$ cat src/rtl/vmask_cmp_pkg.sv
package vmask_cmp_pkg;

  typedef enum logic [1:0] {
    OP_CMP  = 2'd0,
    OP_TNZ  = 2'd1,
    OP_TZ   = 2'd2,
    OP_RSV  = 2'd3
  } op_e;

  typedef enum logic [2:0] {
    PR_EQ = 3'd0,
    PR_LT = 3'd1,
    PR_LE = 3'd2,
    PR_F  = 3'd3,
    PR_NE = 3'd4,
    PR_GE = 3'd5,
    PR_GT = 3'd6,
    PR_T  = 3'd7
  } pred_e;

  localparam int unsigned NUM_ESIZE = 4;

  function automatic logic pred_eval(input pred_e pr, input logic eq, input logic lt);
    logic r;
    unique case (pr)
      PR_EQ:   r = eq;
      PR_LT:   r = lt;
      PR_LE:   r = lt | eq;
      PR_F:    r = 1'b0;
      PR_NE:   r = ~eq;
      PR_GE:   r = ~lt;
      PR_GT:   r = ~(lt | eq);
      default: r = 1'b1;
    endcase
    return r;
  endfunction

endpackage

$ cat src/rtl/vmask_elem.sv
module vmask_elem
  import vmask_cmp_pkg::*;
#(
  parameter int unsigned EW = 8
) (
  input  logic [EW-1:0] a_i,
  input  logic [EW-1:0] b_i,
  input  logic          signed_i,
  input  logic [1:0]    op_i,
  input  logic [2:0]    pred_i,
  output logic          bit_o
);

  logic signed [EW:0] a_ext;
  logic signed [EW:0] b_ext;
  logic               eq;
  logic               lt;
  logic               and_nz;

  // one extra bit lets a single signed comparator serve both signednesses
  assign a_ext  = {signed_i & a_i[EW-1], a_i};
  assign b_ext  = {signed_i & b_i[EW-1], b_i};
  assign eq     = (a_i == b_i);
  assign lt     = (a_ext < b_ext);
  assign and_nz = |(a_i & b_i);

  always_comb begin
    unique case (op_e'(op_i))
      OP_CMP:  bit_o = pred_eval(pred_e'(pred_i), eq, lt);
      OP_TNZ:  bit_o = and_nz;
      OP_TZ:   bit_o = ~and_nz;
      default: bit_o = 1'b0;
    endcase
  end

endmodule

$ cat src/rtl/vmask_lanes.sv
module vmask_lanes #(
  parameter int unsigned VEC_W  = 128,
  parameter int unsigned EW     = 8,
  parameter int unsigned MASK_W = VEC_W / 8
) (
  input  logic [VEC_W-1:0]  a_i,
  input  logic [VEC_W-1:0]  b_i,
  input  logic              signed_i,
  input  logic [1:0]        op_i,
  input  logic [2:0]        pred_i,
  output logic [MASK_W-1:0] res_o
);

  localparam int unsigned NLANE = VEC_W / EW;

  for (genvar j = 0; j < NLANE; j++) begin : g_lane
    vmask_elem #(.EW(EW)) u_elem (
      .a_i      (a_i[j*EW +: EW]),
      .b_i      (b_i[j*EW +: EW]),
      .signed_i (signed_i),
      .op_i     (op_i),
      .pred_i   (pred_i),
      .bit_o    (res_o[j])
    );
  end

  if (NLANE < MASK_W) begin : g_pad
    assign res_o[MASK_W-1:NLANE] = '0;
  end

endmodule

$ cat src/rtl/vmask_gov.sv
module vmask_gov #(
  parameter int unsigned MASK_W = 16,
  parameter int unsigned NUM_K  = 8,
  localparam int unsigned SEL_W = $clog2(NUM_K)
) (
  input  logic [SEL_W-1:0]        sel_i,
  input  logic [NUM_K*MASK_W-1:0] kfile_i,
  output logic [MASK_W-1:0]       gov_o
);

  logic [MASK_W-1:0] kreg [NUM_K];

  for (genvar g = 0; g < NUM_K; g++) begin : g_slice
    assign kreg[g] = kfile_i[g*MASK_W +: MASK_W];
  end

  // selector 0 is hardwired to "all enabled"; slice 0 is never read here
  always_comb begin
    gov_o = '1;
    for (int g = 1; g < NUM_K; g++) begin
      if (sel_i == SEL_W'(g)) gov_o = kreg[g];
    end
  end

endmodule

$ cat src/rtl/vmask_cmp.sv
module vmask_cmp
  import vmask_cmp_pkg::*;
#(
  parameter int unsigned VEC_W = 128,
  parameter int unsigned NUM_K = 8,
  localparam int unsigned MASK_W = VEC_W / 8,
  localparam int unsigned SEL_W  = $clog2(NUM_K)
) (
  input  logic                    clk_i,
  input  logic                    rst_ni,
  input  logic                    valid_i,
  input  logic [1:0]              op_i,
  input  logic [2:0]              pred_i,
  input  logic                    signed_i,
  input  logic [1:0]              esize_i,
  input  logic [SEL_W-1:0]        gsel_i,
  input  logic [NUM_K*MASK_W-1:0] kfile_i,
  input  logic [VEC_W-1:0]        a_i,
  input  logic [VEC_W-1:0]        b_i,
  output logic                    valid_o,
  output logic [MASK_W-1:0]       mask_o
);

  logic [MASK_W-1:0] res_w [NUM_ESIZE];
  logic [MASK_W-1:0] res_sel;
  logic [MASK_W-1:0] gov;
  logic [MASK_W-1:0] res_d;
  logic [MASK_W-1:0] mask_q;
  logic              valid_q;

  for (genvar s = 0; s < NUM_ESIZE; s++) begin : g_width
    vmask_lanes #(
      .VEC_W  (VEC_W),
      .EW     (8 << s),
      .MASK_W (MASK_W)
    ) u_lanes (
      .a_i      (a_i),
      .b_i      (b_i),
      .signed_i (signed_i),
      .op_i     (op_i),
      .pred_i   (pred_i),
      .res_o    (res_w[s])
    );
  end

  assign res_sel = res_w[esize_i];

  vmask_gov #(
    .MASK_W (MASK_W),
    .NUM_K  (NUM_K)
  ) u_gov (
    .sel_i   (gsel_i),
    .kfile_i (kfile_i),
    .gov_o   (gov)
  );

  assign res_d = res_sel & gov;

  always_ff @(posedge clk_i or negedge rst_ni) begin
    if (!rst_ni) begin
      valid_q <= 1'b0;
      mask_q  <= '0;
    end else begin
      valid_q <= valid_i;
      if (valid_i) mask_q <= res_d;
    end
  end

  assign valid_o = valid_q;
  assign mask_o  = mask_q;

endmodule

$ cat config.mk
export PLATFORM = sky130hd
export DESIGN_NAME = vmask_cmp
export DESIGN_NICKNAME = d
export VERILOG_FILES = /design/src/rtl/vmask_cmp_pkg.sv /design/src/rtl/vmask_elem.sv /design/src/rtl/vmask_lanes.sv /design/src/rtl/vmask_gov.sv /design/src/rtl/vmask_cmp.sv
export SDC_FILE = /design/constraint.sdc
export NUM_CORES = 1
export LEC_CHECK = 0
export ABC_CLOCK_PERIOD_IN_PS = 1600
export BUFFER_PORTS_ARGS = -buffer_cell sky130_fd_sc_hd__buf_2
export CAP_MARGIN = 25
export CORE_ASPECT_RATIO = 1.25
export CORE_MARGIN = 5
export CORE_UTILIZATION = 40
export DETAILED_ROUTE_END_ITERATION = 10
export PLACE_DENSITY = 0.58
export SYNTH_ARGS = -nofsm -noshare
export SYNTH_HDL_FRONTEND = slang
export SYNTH_HIERARCHICAL = 1
export SYNTH_SLANG_ARGS = --single-unit
$ cat constraint.sdc
create_clock -name clk_i -period 1.6 [get_ports clk_i]
set_clock_uncertainty 0.1 [all_clocks]
set_input_delay 0.32 -clock clk_i [delete_from_list [all_inputs] [get_ports clk_i]]
set_output_delay 0.32 -clock clk_i [all_outputs]
set_load 0.01 [all_outputs]
==> run summary <==
# rows: 105
Final worst path period share: 183%
Horiz. Die Dim: 240 um
Seq cells post-synth: 17
Crit Path Max Fanout: 2
Outcome: finished with violations
Die Height: 297 um
Vias in the first global route: 27800
Setup TNS: -16.01 ns
Clock transition at path regs: 0.07 ns
Synth cell types: 70
CP required: 1.68 ns
Via-to-Cell Ratio: 5.27
Element type at the critical path start: input port
EDFF count, synth: 0
Total number of vias: 27800
CTS buffer count: 3
RSZ-0062 raised after global routing: yes
R2R Setup Slk: 0.60 ns
Reg2reg end: mask_o[2]
Top-area cell type share of the netlist area: 48.4%
Met1 Use GR: 32.4%
Mapped Area: 26400 sq um
Fin worst setup slack: -1.33 ns
Drt pass-1 iters: 5
Routed Antenna Nets: 0
Min-Delay Path Depth: 2
Antenna violations before repair: 16
Dpl cells: 5169
Largest net degree at the start of global routing: 45
Slew @ Worst Pin: 0.707 ns
Peak supply drop: 0.340 mV
Crit. End Element: register
Initial Util: 40.3%
Detailed Place HPWL: 86900 um
Pwr dens: 285 nW/um^2
Worst hold endpoint: valid_o
Grt peak-use layer: met2
GP Congestion: 0.935
Synth Flop Type: dfrtp_1
Failing checks: negative setup slack
Adder-cell share of the synthesized area: 48.4%
Synth top area cells: ha_1, inv_1, a21oi_1
Wire per inst: 19.4 um
Core ar.: 65600 sq um
Nets: 5822
Final Non-Filler Cells: 5264
Clk root buf: clkbuf_16
H-tree levels: 1
Max-slew violations: 0
Tmin final: 2.93 ns
Worst Hold Class: in2reg
Port Buffers: 398
First-pass GRT wire length: 155000 um
XOR/XNOR Fraction of Synth Area: 2.72%
Max-cap violations: 0
Num ports: 415
Final Setup Violations: 16
Drt total wl: 102000 um
Average cell area after synthesis: 8.27 sq um
Fill cells: 5916
Max Freq: 341 MHz
Number of hold violations in the final report: 0
Slew headroom: 52.8%
CTS tree: yes
Cell accounting for the most synthesized area: ha_1
M3 GR Usage: 3.49%
Routing usage on met2: 50.0%
First DRT Iteration DRCs: 1193
Synth Instances: 3199
Area delta synth->final: 49.6%
Max clock buf depth: 2
Clock sinks: 17
DRC: 0
Leakage power: 20.6 nW
Layout cell share with drive strength beyond 1: 39.3%
Total die area: 71400 sq um
Critical Path AT: 3.01 ns
Post-synthesis mux area share: 5.46%
Post-synth top cells: ha_1, inv_1, a21oi_1, nor4_1, nand2_1
Clk_lat worst skew: 0.28 ns
Largest family of logic cells by synthesized area: adder cells
FF-to-FF path depth: 2
Hold path startpoint: valid_i
Crit Reg-Reg Startpoint: mask_o[2]
Post-Synth Simple-Gate Area: 17.1%
Gr usage total: 27.1%
Most common cell in the netlist: ha_1
Sequential area share after synthesis: 1.61%
Synth warn: 6
FFs w/ async S/R, synth: 100%
Overflow after GRT: 0
Compound-Gate Fraction of Synth Area: 15.7%
Power Total: 11.3 mW
Worst Setup Path Type: in2reg
[state kept, by name, summed over array words and instances (netlist names)]
| register | flops |
|---|---|
| valid_o | 1 |
| mask_o | 16 |
[worst max-delay path, cell delays in order]
cell and delay (ns):
buf_2 0.08, inv_1 0.05, ha_4 0.27, nand4_1 0.24, buf_4 0.23, o211ai_1 0.44, a211oi_2 0.18, a21oi_2 0.23
a41oi_2 0.13, nor4b_4 0.16, mux4_2 0.47, a31o_1 0.19
[routing by layer]
layer / wire, um / vias up
met5: 69 / -
met4: 3920 / 12
met3: 5320 / 155
met2: 51300 / 642
met1: 41500 / 13000
li1: - / 13900
[per-stage QoR]
stage / worst slack (ns) / instance area, sq um / hold slack (ns) / util, %
final: -1.33 / 39600 / 0.276 / 60.3
after global placement: -2.01 / 36900 / 0.275 / 56.3
after detailed placement: -2.08 / 36900 / 0.297 / 56.3
after CTS: -1.31 / 38400 / 0.273 / 58.6
after global routing: -1.43 / 39500 / 0.284 / 60.3
after floorplan: -1.16 / 28200 / -0.0756 / -
[kinds of logic after synthesis]
kind of cell | count (synthesis)
adder cells (fa/ha/maj) | 1024
AND/OR/NAND/NOR | 789
AO/OA/AOI/OAI | 591
buffers and inverters | 579
multiplexers | 114
XOR/XNOR | 82
flip-flops | 17
other | 3
[placed cells by master, fill, tap and decap left out, drive strengths merged, types with 17 or more instances in the layout]
cell type / count
mux2: 34
a31oi: 20
nand4: 110
conb: 34
nand3: 93
o22ai: 30
inv: 524
o221ai: 22
nor2: 96
mux2i: 61
a221oi: 36
or3: 36
buf: 1219
nor3: 28
dfrtp: 17
o21ai: 71
xor2: 78
a31o: 32
o211ai: 28
mux4: 19
nor4: 146
nor2b: 37
and4: 22
ha: 1024
a211oi: 17
a21o: 35
nand2: 138
a21oi: 218
[area by class of cell]
class | instances | area (sq um) | area share (%)
diodes | 9 | 22.5 | 0.0569
clock buffers | 4 | 78.8 | 0.199
inverters | 524 | 2260 | 5.72
multi-input cells | 2634 | 26200 | 66.3
flip-flops and latches | 17 | 425 | 1.08
well taps | 856 | 1070 | 2.71
repair buffers | 1220 | 9460 | 23.9
[repair_timing]
action / in CTS / in global routing
gates resized for setup: 200 / 183
endpoints found under the setup margin: 16 / 16
hold buffers: 1 / 0
endpoints found under the hold margin: 17 / 0
setup buffers: 46 / 39
pin swaps: 114 / 93
[power by group]
part	total, mW	internal [mW]	leakage, nW	switching, mW
combinational	10.1	4.93	20.4	5.20
clock	0.640	0.344	0.0382	0.296
sequential	0.523	0.487	0.219	0.0355
[how the worst max path moves through the flow]
stage                         from   endpoint  slack [ns]  cells past startpoint
after floorplan            b_i[43]  mask_o[0]       -1.16                     12
after global placement     a_i[66]  mask_o[1]       -2.01                     12
after detailed placement   a_i[66]  mask_o[1]       -2.08                     12
after CTS                  b_i[79]  mask_o[1]       -1.31                     14
after global routing      b_i[112]  mask_o[1]       -1.43                     15
final                     b_i[104]  mask_o[1]       -1.33                     12
(Power assumes the default switching activity.)
